--- src/rtl/cfgdec_pkg.sv ---
package cfgdec_pkg;

  localparam logic [7:0] OP_LATCH_RST = 8'h01;
  localparam logic [7:0] OP_MEM_ADDR  = 8'h02;
  localparam logic [7:0] OP_MEM_DATA  = 8'h03;
  localparam logic [7:0] OP_BLK_SEL   = 8'h04;
  localparam logic [7:0] OP_PLL_CFG   = 8'h05;
  localparam logic [7:0] OP_PLL_SEL   = 8'h06;
  localparam logic [7:0] OP_PLL_WAIT  = 8'h07;
  localparam logic [7:0] OP_STATUS    = 8'h08;
  localparam logic [7:0] OP_D2D       = 8'h09;
  localparam logic [7:0] OP_CFG_MODE  = 8'h0A;
  localparam logic [7:0] OP_SLAVE     = 8'h0B;

  typedef enum logic [2:0] {
    S_OP, S_LEN0, S_LEN1, S_PAY, S_TRL, S_WAIT, S_ERR
  } state_e;

  // control -> datapath
  typedef struct packed {
    logic ldOp;
    logic ldLenLo;
    logic ldLenHi;
    logic payStb;
    logic trlStb;
    logic clrCnt;
  } strobe_t;

  // datapath -> control
  typedef struct packed {
    logic lenOk;
    logic payLast;
    logic trlLast;
    logic trlMatch;
    logic hasTrail;
    logic isWait;
    logic waitDone;
  } status_t;

  function automatic logic knownOp(input logic [7:0] op);
    return (op >= OP_LATCH_RST) && (op <= OP_SLAVE);
  endfunction

  // fixed payload size; memory data is range-checked separately
  function automatic logic [4:0] fixedLen(input logic [7:0] op);
    case (op)
      OP_MEM_ADDR: return 5'd2;
      OP_PLL_CFG:  return 5'd24;
      OP_STATUS:   return 5'd12;
      default:     return 5'd1;
    endcase
  endfunction

  function automatic logic [3:0] trailLen(input logic [7:0] op);
    case (op)
      OP_PLL_CFG:  return 4'd6;
      OP_STATUS:   return 4'd9;
      OP_CFG_MODE: return 4'd3;
      OP_SLAVE:    return 4'd3;
      default:     return 4'd0;
    endcase
  endfunction

  function automatic logic [7:0] trailVal(input logic [7:0] op, input logic [3:0] idx);
    return (op == OP_STATUS && idx == 4'd4) ? 8'h33 : 8'h00;
  endfunction

endpackage

--- src/rtl/cfgdec_ctrl.sv ---
module cfgdec_ctrl
  import cfgdec_pkg::*;
(
  input  logic    clk,
  input  logic    rstN,
  input  logic    inValid,
  input  logic    [7:0] inData,
  input  status_t sts,
  output logic    inReady,
  output strobe_t stb,
  output logic    errFlag
);

  state_e state, nxtState;
  logic fire;

  assign inReady = (state != S_WAIT);
  assign errFlag = (state == S_ERR);
  assign fire    = inValid && inReady;

  always_comb begin
    stb      = '0;
    nxtState = state;
    case (state)
      S_OP: if (fire) begin
        if (knownOp(inData)) begin
          stb.ldOp = 1'b1;
          nxtState = S_LEN0;
        end else begin
          nxtState = S_ERR;
        end
      end
      S_LEN0: if (fire) begin
        stb.ldLenLo = 1'b1;
        nxtState    = S_LEN1;
      end
      S_LEN1: if (fire) begin
        if (sts.lenOk) begin
          stb.ldLenHi = 1'b1;
          stb.clrCnt  = 1'b1;
          nxtState    = S_PAY;
        end else begin
          nxtState = S_ERR;
        end
      end
      S_PAY: if (fire) begin
        stb.payStb = 1'b1;
        if (sts.payLast) begin
          stb.clrCnt = 1'b1;
          if (sts.hasTrail)    nxtState = S_TRL;
          else if (sts.isWait) nxtState = S_WAIT;
          else                 nxtState = S_OP;
        end
      end
      S_TRL: if (fire) begin
        if (!sts.trlMatch) begin
          nxtState = S_ERR;
        end else begin
          stb.trlStb = 1'b1;
          if (sts.trlLast) nxtState = S_OP;
        end
      end
      S_WAIT: if (sts.waitDone) nxtState = S_OP;
      default: nxtState = S_ERR;
    endcase
  end

  always_ff @(posedge clk) begin
    if (!rstN) state <= S_OP;
    else       state <= nxtState;
  end

  assert_err_sticky_R8: assert property (@(posedge clk) disable iff (!rstN)
    $past(errFlag) |-> errFlag);

  assert_stall_cause_R9: assert property (@(posedge clk) disable iff (!rstN)
    $fell(inReady) |-> $past(inValid));

endmodule

--- src/rtl/cfgdec_datapath.sv ---
module cfgdec_datapath
  import cfgdec_pkg::*;
#(
  parameter int MAX_BURST = 5120,
  parameter int NUM_PLL   = 4,
  localparam int CNT_W    = $clog2(MAX_BURST + 1),
  localparam int ADDR_W   = 16,
  localparam int SIDES    = 4
) (
  input  logic                clk,
  input  logic                rstN,
  input  logic [7:0]          inData,
  input  logic [NUM_PLL-1:0]  pllLock,
  input  strobe_t             stb,
  output status_t             sts,
  output logic                payValid,
  output logic [7:0]          payCmd,
  output logic [CNT_W-1:0]    payIdx,
  output logic [7:0]          payData,
  output logic                memWe,
  output logic [7:0]          memBlk,
  output logic [ADDR_W-1:0]   memAddr,
  output logic [7:0]          memData,
  output logic [SIDES-1:0]    d2dEn
);

  logic [7:0]         opReg;
  logic [7:0]         lenLo;
  logic [15:0]        lenReg;
  logic [15:0]        lenFull;
  logic [CNT_W-1:0]   cnt;
  logic [ADDR_W-1:0]  addr;
  logic               addrSet;
  logic               blkSet;
  logic [NUM_PLL-1:0] waitMask;

  assign lenFull = {inData, lenLo};

  always_comb begin
    if (opReg == OP_MEM_DATA)
      sts.lenOk = (lenFull != 16'd0) && (lenFull <= 16'(MAX_BURST)) && addrSet && blkSet;
    else
      sts.lenOk = (lenFull == 16'(fixedLen(opReg)));
    sts.payLast  = (16'(cnt) + 16'd1) == lenReg;
    sts.trlLast  = (cnt + CNT_W'(1)) == CNT_W'(trailLen(opReg));
    sts.trlMatch = (inData == trailVal(opReg, cnt[3:0]));
    sts.hasTrail = (trailLen(opReg) != 4'd0);
    sts.isWait   = (opReg == OP_PLL_WAIT);
    sts.waitDone = ((pllLock & waitMask) == waitMask);
  end

  always_ff @(posedge clk) begin
    if (!rstN) begin
      opReg <= '0; lenLo <= '0; lenReg <= '0; cnt <= '0;
      addr <= '0; addrSet <= 1'b0; blkSet <= 1'b0; waitMask <= '0;
      payValid <= 1'b0; payCmd <= '0; payIdx <= '0; payData <= '0;
      memWe <= 1'b0; memBlk <= '0; memAddr <= '0; memData <= '0;
      d2dEn <= '0;
    end else begin
      payValid <= 1'b0;
      memWe    <= 1'b0;
      if (stb.ldOp)    opReg  <= inData;
      if (stb.ldLenLo) lenLo  <= inData;
      if (stb.ldLenHi) lenReg <= lenFull;
      if (stb.clrCnt)                    cnt <= '0;
      else if (stb.payStb || stb.trlStb) cnt <= cnt + CNT_W'(1);
      if (stb.payStb) begin
        if (opReg == OP_MEM_DATA) begin
          memWe   <= 1'b1;
          memAddr <= addr;
          memData <= inData;
          addr    <= addr + ADDR_W'(1);
        end else begin
          payValid <= 1'b1;
          payCmd   <= opReg;
          payIdx   <= cnt;
          payData  <= inData;
        end
        case (opReg)
          OP_MEM_ADDR:
            if (cnt == '0) addr[7:0] <= inData;
            else begin
              addr[15:8] <= inData;
              addrSet    <= 1'b1;
            end
          OP_BLK_SEL: begin
            memBlk <= inData;
            blkSet <= 1'b1;
          end
          OP_PLL_WAIT: waitMask <= inData[NUM_PLL-1:0];
          OP_D2D:      d2dEn    <= inData[SIDES-1:0];
          default: ;
        endcase
      end
    end
  end

  assert_addr_step_R5: assert property (@(posedge clk) disable iff (!rstN)
    (memWe && $past(memWe)) |-> memAddr == $past(memAddr) + ADDR_W'(1));

  assert_one_sink_R3: assert property (@(posedge clk) disable iff (!rstN)
    !(payValid && memWe));

  assert_mem_setup_R6: assert property (@(posedge clk) disable iff (!rstN)
    memWe |-> (addrSet && blkSet));

endmodule

--- src/rtl/cfg_stream_decoder.sv ---
module cfg_stream_decoder
  import cfgdec_pkg::*;
#(
  parameter int MAX_BURST = 5120,
  parameter int NUM_PLL   = 4
) (
  input  logic                               clk,
  input  logic                               rstN,
  input  logic                               inValid,
  output logic                               inReady,
  input  logic [7:0]                         inData,
  input  logic [NUM_PLL-1:0]                 pllLock,
  output logic                               payValid,
  output logic [7:0]                         payCmd,
  output logic [$clog2(MAX_BURST+1)-1:0]     payIdx,
  output logic [7:0]                         payData,
  output logic                               memWe,
  output logic [7:0]                         memBlk,
  output logic [15:0]                        memAddr,
  output logic [7:0]                         memData,
  output logic [3:0]                         d2dEn,
  output logic                               errFlag
);

  strobe_t stb;
  status_t sts;

  cfgdec_ctrl uCtrl (
    .clk     (clk),
    .rstN    (rstN),
    .inValid (inValid),
    .inData  (inData),
    .sts     (sts),
    .inReady (inReady),
    .stb     (stb),
    .errFlag (errFlag)
  );

  cfgdec_datapath #(
    .MAX_BURST (MAX_BURST),
    .NUM_PLL   (NUM_PLL)
  ) uDp (
    .clk      (clk),
    .rstN     (rstN),
    .inData   (inData),
    .pllLock  (pllLock),
    .stb      (stb),
    .sts      (sts),
    .payValid (payValid),
    .payCmd   (payCmd),
    .payIdx   (payIdx),
    .payData  (payData),
    .memWe    (memWe),
    .memBlk   (memBlk),
    .memAddr  (memAddr),
    .memData  (memData),
    .d2dEn    (d2dEn)
  );

endmodule

--- config.mk ---
export PLATFORM = sky130hd
export DESIGN_NAME = cfg_stream_decoder
export DESIGN_NICKNAME = d
export VERILOG_FILES = /design/src/rtl/cfgdec_pkg.sv /design/src/rtl/cfgdec_ctrl.sv /design/src/rtl/cfgdec_datapath.sv /design/src/rtl/cfg_stream_decoder.sv
export SDC_FILE = /design/constraint.sdc
export NUM_CORES = 1
export LEC_CHECK = 0
export CORE_AREA = 2 2 119 121
export DETAILED_ROUTE_END_ITERATION = 7
export DIE_AREA = 0 0 121 123
export PLACE_DENSITY = 0.79
export SLEW_MARGIN = 5
export SYNTH_ARGS = -nofsm -noshare
export SYNTH_HDL_FRONTEND = slang
export SYNTH_SLANG_ARGS = --single-unit
--- constraint.sdc ---
create_clock -name clk -period 2.5 [get_ports clk]
set_input_delay 0.375 -clock clk [delete_from_list [all_inputs] [get_ports clk]]
set_output_delay 0.375 -clock clk [all_outputs]
set_load 0.005 [all_outputs]
# ---- After elaboration in Yosys (flattened, before gate mapping)
# Index checks and enable logic that the tools add are counted.
dict set report totals {
  latch_bits 0
  wordCells 119
  mem_count 0
  output_inout_bits 69
  input_bits 15
  rom_bits 0
  mem_bits_rw 0
  regBits 137
}
dict set report classes {
  reduce_logical 21
  n_eq_ne 30
  shifts 0
  n_bitwise 4
  mul 0
  n_lt_le_gt_ge 3
  muxes 40
  div 0
  add_sub_neg 3
}
# cell n
set ops {}
lappend ops {{3-bit 2-to-1 mux} 13}
lappend ops {{8-bit by 4-bit == test with 1-bit output, second input constant} 4}
lappend ops {{16-bit 2-to-1 mux} 2}
lappend ops {{8-bit by 3-bit == test with 1-bit output, second input constant} 3}
lappend ops {{3-bit case mux with 6 select lines} 1}
lappend ops {{1-bit 2-to-1 mux} 17}
lappend ops {{16-bit by 1-bit adder with 16-bit output, second input constant} 1}
lappend ops {{16-bit == test} 1}
lappend ops {{16-bit by 5-bit == test with 1-bit output} 1}
lappend ops {{8-bit by 2-bit == test with 1-bit output, second input constant} 2}
lappend ops {{16-bit by 13-bit <= comparator with 1-bit output, second input constant} 1}
lappend ops {{8-bit 2-to-1 mux} 2}
lappend ops {{16-bit nonzero test} 1}
lappend ops {{5-bit case mux with 3 select lines} 1}
lappend ops {{13-bit by 1-bit adder with 14-bit output, second input constant} 1}
lappend ops {{13-bit by 1-bit adder with 13-bit output, second input constant} 1}
lappend ops {{13-bit by 4-bit == test with 1-bit output} 1}
lappend ops {{13-bit zero test} 1}
lappend ops {{4-bit case mux with 3 select lines} 1}
lappend ops {{2-bit AND reduction} 6}
lappend ops {{2-bit by 1-bit inequality test with 1-bit output, second input constant} 5}
lappend ops {{3-bit == test, second input constant} 3}
lappend ops {{8-bit == test} 1}
lappend ops {{8-bit by 1-bit >= comparator with 1-bit output, second input constant} 1}
lappend ops {{19 further kinds} 30}

# ---- Longest topological paths before layout
dict set report depth {
  word_depth 9
  depth_mapped 10
}

# ---- Modules after synthesis
# From an unflattened synthesis, not the netlist that was laid out.
dict set report unflattened {
  hier_cells 835
  hier_area_um2 6592.6
}
# module area_each_um2 n_inst cells_each
set modules_own_cells {}
lappend modules_own_cells {cfgdec_datapath 6216.0 1 786}
lappend modules_own_cells {cfgdec_ctrl 376.6 1 49}

# ---- Worst setup path after synthesis
# No wires, ideal clock.
dict set report synth_timing {
  kind {reg-to-reg}
  from {register uDp.opReg[4]}
  to {register uCtrl.state[0]}
  path_stages_with_launch 9
  required_time_ns 2.412
  setup_time_ns 0.088
  arrival_time_ns 2.391
  period_less_slack_ns 2.479
  slack_ns 0.021
  path_cell_list {dfxtp_1 > or4_1 > buf_6 > a21oi_1 > xor2_1 > or4_4 > a2111oi_4 > nor3_1 > a311oi_2}
}
dict set report synth_between {
  elab_chain_cells 8
  word_cells_on_any_way 29
  classes_between {eq/ne: 11; mux: 14; reduce/logical: 4}
}
# item line
set synth_lines {}
lappend synth_lines {{start, declared} cfgdec_datapath.sv:27} ;# logic [7:0] opReg;
lappend synth_lines {{start signal, assigned} cfgdec_datapath.sv:62} ;# if (stb.ldOp) opReg <= inData;
lappend synth_lines {{8-bit by 4-bit == test with 1-bit output (tied with other cells)} {cfgdec_pkg.sv:46, cfgdec_pkg.sv:55, cfgdec_pkg.sv:65}}
lappend synth_lines {{5-bit case mux with 3 select lines or 2-bit OR reduction (tied branches)} n/a}
lappend synth_lines {{5-bit 2-to-1 mux or 4-bit case mux with 3 select lines (tied branches)} {cfgdec_datapath.sv:40, cfgdec_pkg.sv:55}}
lappend synth_lines {{16-bit by 5-bit == test with 1-bit output or 4-bit nonzero test (tied branches)} {cfgdec_datapath.sv:43, cfgdec_datapath.sv:47}}
lappend synth_lines {{1-bit 2-to-1 mux or 3-bit 2-to-1 mux (tied branches)} {cfgdec_datapath.sv:40, cfgdec_ctrl.sv:50}}
lappend synth_lines {{3-bit 2-to-1 mux, on equally long branches} {cfgdec_ctrl.sv:38, cfgdec_ctrl.sv:48}}
lappend synth_lines {{3-bit 2-to-1 mux, on equally long branches} {cfgdec_ctrl.sv:37, cfgdec_ctrl.sv:46}}
lappend synth_lines {{3-bit case mux with 6 select lines} cfgdec_ctrl.sv:24} ;# case (state)
lappend synth_lines {{end signal, assigned} cfgdec_ctrl.sv:70} ;# else state <= nxtState;
lappend synth_lines {{end, declared} cfgdec_ctrl.sv:14} ;# state_e state, nxtState;
# Several ways; a longest one is shown, not always the timed one. The select of a mux whose other input is x is not followed.
# A chain may end at the register's enable or synchronous reset.

# ---- Worst setup path in the final report
dict set report layout_timing {
  from {input port inData[2]}
  to {register uDp.cnt[8]}
}
dict set report layout_between {
  elab_chain_cells 9
  word_cells_on_any_way 16
  classes_between {order compare: 1; eq/ne: 2; mux: 7; reduce/logical: 6}
}
# item line
set layout_lines {}
lappend layout_lines {{start, declared} cfg_stream_decoder.sv:11} ;# input logic [7:0] inData,
lappend layout_lines {{16-bit by 13-bit <= comparator with 1-bit output or 16-bit nonzero test (tied branches)} cfgdec_datapath.sv:41} ;# sts.lenOk = (lenFull != 16'd0) && (lenFull <= 16'(MAX_BURST)) && addrSet && blkSet;
lappend layout_lines {{1-bit logical AND (3 in a row)} cfgdec_datapath.sv:41}
lappend layout_lines {{1-bit 2-to-1 mux} cfgdec_datapath.sv:40} ;# if (opReg == OP_MEM_DATA)
lappend layout_lines {{1-bit 2-to-1 mux} cfgdec_ctrl.sv:38} ;# if (sts.lenOk) begin
lappend layout_lines {{1-bit 2-to-1 mux} cfgdec_ctrl.sv:37} ;# S_LEN1: if (fire) begin
lappend layout_lines {{1-bit case mux with 2 select lines} cfgdec_ctrl.sv:24}
lappend layout_lines {{2-bit OR reduction (no source line)} n/a}
lappend layout_lines {{end signal, assigned} cfgdec_datapath.sv:66} ;# else if (stb.payStb || stb.trlStb) cnt <= cnt + CNT_W'(1);
lappend layout_lines {{end, declared} cfgdec_datapath.sv:31} ;# logic [CNT_W-1:0] cnt;
# Several ways; a longest one is shown, not always the timed one.

==> results.yml <==
power_and_ir_drop:
  p_seq_frac: 0.428
  p_switching_mw: 1.11
  combPwrFrac: 0.061
  p_int_mw: 4.07
  p_clk_frac: 0.511
  vdd_drop_max_v: 0.000456
  power_density_nw_per_um2: 570
  leakagePower_nw: 3.29
  switching_share: 0.214
route:
  dr.pass1.iters: 5
  drt_iter0_drc: 583
  num_vias: 6664
  viasPerCell: 5.71
  remaining_drc_errors: 0
  ant_nets: 0
  wl_um: 20100
  wire_per_inst_um: 17.2
synthesis:
  synth_most_common_cell: "nand2_1"
  synth_warnings: 0
  ys_seq_elements: 137
  syn_area_um2: 6710
  synth_common_cells: "161 x nand2_1, 137 x dfxtp_1, 88 x a21oi_1, 88 x nor2_1, 37 x clkbuf_1"
  syn_nets: 856
  synthTopCellsByArea: "dfxtp_1 41%, nand2_1 9.0%, a21oi_1 6.6%, mux2i_1 4.9%, nor2_1 4.9%"
  synth_edf_count: 0
  synth_cell_type_count: 76
  ys_seq_area_frac: 0.408
  async_reset_ff_frac: 0
  yosysTopAreaCell: "dfxtp_1"
  syn_area_per_cell_um2: 8.01
  synth_top_area_share: 0.408
  syn_inst: 838
  synthFlopType: "dfxtp_1"
job:
  maxCapViolCount: 0
die:
  rows: 43
  ioPinCount: 84
  die_h_um: 123
  die_w_um: 121
  core-area_um2: 13600
  dieArea_um2: 14900
  start_util: 0.493
layout:
  fin_area_um2: 9080
  num-nets-final: 994
  fin_cells: 1167
  area_growth_pct: 35.2
  drive_gt1_frac: 0.188
  diodes: 0
critical_path:
  start_kind: "input pin"
  end_kind: "flop"
  crit_required_ns: 2.81
  worstSetupPathType: "in2reg"
  cp.arrival_ns: 2.74
  path_max_fanout: 10
clocking:
  cts_tree: "built"
  clk_latency_ns: 0.43
  clk_path_buf_depth: 2
  h-tree-depth: 4
  hold_buffers: 0
  clock-sinks: 137
  clockRootBuffer: "clkbuf_16"
  cts_inserted_buffers: 17
  clk_pin_slew_ns: 0.06
place:
  port_buffers: 83
  dp_cells: 1133
  place_area_um2: 8250
  place_congestion: 0.953
  hpwlAfterDp_um: 13900
min_path:
  hold_class: "reg2reg"
global_route:
  grt_pass1_wl_um: 31900
  track_usage: 0.273
  grt_overflow_total: 0
  grt_pass1_vias: 6449
  antenna_found_initial: 0
  grt_start_max_net_pins: 43
timing:
  setup_violations: 0
  clock_skew_ns: 0.00683
  worst_slew_pin_slew_ns: 0.537
  tns_ns: 0
  fin_crit_sh: 0.975
  min_period_ns: 2.44
  fmax_mhz: 410
  worst_hold_slack_ns: 0.453
  rsz0062_at_grt: "yes"
  hold_viol: 0
  drv_slew: 0
  max-slew-margin-rel: 0.642
status:
  outcome: "completed"
## power groups by stage
stage / Sequential [mW] / Combinational [mW] / Clock, mW
after floorplan: 2.25 / 0.169 / 0
after global placement: 2.26 / 0.298 / 0
after detailed placement: 2.26 / 0.299 / 0
after CTS: 2.22 / 0.302 / 2.66
after global routing: 2.22 / 0.336 / 2.77
final: 2.22 / 0.314 / 2.64
## sequential cells by signal (all words and copies together) (netlist names)
register and count:
uDp.d2dEn 4, uDp.memWe 1, uDp.payData 8, uDp.opReg 8
uDp.lenLo 8, uDp.payCmd 8, uDp.addrSet 1, uCtrl.state 3
uDp.payIdx 13, uDp.memBlk 8, uDp.memAddr 16, uDp.memData 8
uDp.cnt 13, uDp.lenReg 16, uDp.addr 16, uDp.waitMask 4
uDp.blkSet 1, uDp.payValid 1
## cell families after synthesis
group                    count (synthesis)  share of synthesized area
adder cells (fa/ha/maj)                  3                    0.00559
XOR/XNOR                                28                     0.0388
flip-flops                             137                      0.408
buffers and inverters                   80                     0.0561
AO/OA/AOI/OAI                          182                      0.172
multiplexers                            35                     0.0531
AND/OR/NAND/NOR                        373                      0.266
## layer usage
layer | up-vias | wire, um | global-route usage
li1 | 3173 | - | -
met1 | 3157 | 8400 | 0.327
met2 | 275 | 9640 | 0.461
met3 | 59 | 1280 | 0.0664
met4 | 0 | 750 | 0.132
met5 | - | 0 | 0
## placed cells by master (no fill, tap or decap), types with 15 or more instances in the layout
cell type          n
nand3_1           23
mux2i_1           32
nor2_1            86
clkdlybuf4s50_1   83
xor2_1            15
dfxtp_1          134
a21oi_1           87
o21ai_0           25
clkbuf_16         17
nand2_1          160
buf_4             90
## final timing paths
check	start	cells after the start	to	slack (ns)
worst min-delay path	uDp.payData[6]	2	uDp.payData[6]	0.45
worst max-delay path	inData[2]	11	uDp.cnt[8]	0.06
worst min register to register	uDp.payData[6]	2	uDp.payData[6]	0.45
worst max register to register	uDp.opReg[3]	9	uDp.lenReg[8]	0.08
## per-stage QoR
step,power [mW],utilization,worst slack (ns)
after floorplan,2.42,-,0.0211
final,5.18,0.667,0.0616
after global routing,5.32,0.667,-0.0227
after detailed placement,2.56,0.606,-0.198
after global placement,2.56,0.606,-0.160
after CTS,5.18,0.654,0.00231
## worst max-delay path: stages
cell	delay, ns
clkdlybuf4s50_1	0.55
buf_4	0.22
nor4_1	0.37
nand2_1	0.12
mux2_4	0.32
o22ai_4	0.12
buf_6	0.14
buf_8	0.12
nand4_1	0.12
xor2_1	0.21
nor2_1	0.07
## final cells by class
type / instances / area, um^2
clock buffers: 23 / 478
clock inverters: 7 / 141
fillers: 1085 / 4530
inverters: 15 / 57.6
multi-input cells: 621 / 3740
flip-flops and latches: 137 / 2750
well taps: 180 / 225
repair buffers: 184 / 1690
## timing repair
item | in CTS | in global routing
pin swaps | 1 | 13
setup endpoints to repair | 3 | 35
gates cloned | 0 | 0
setup buffers | 0 | 4
resized for setup | 4 | 35
No activity file was read; power rests on OpenSTA's default activity.
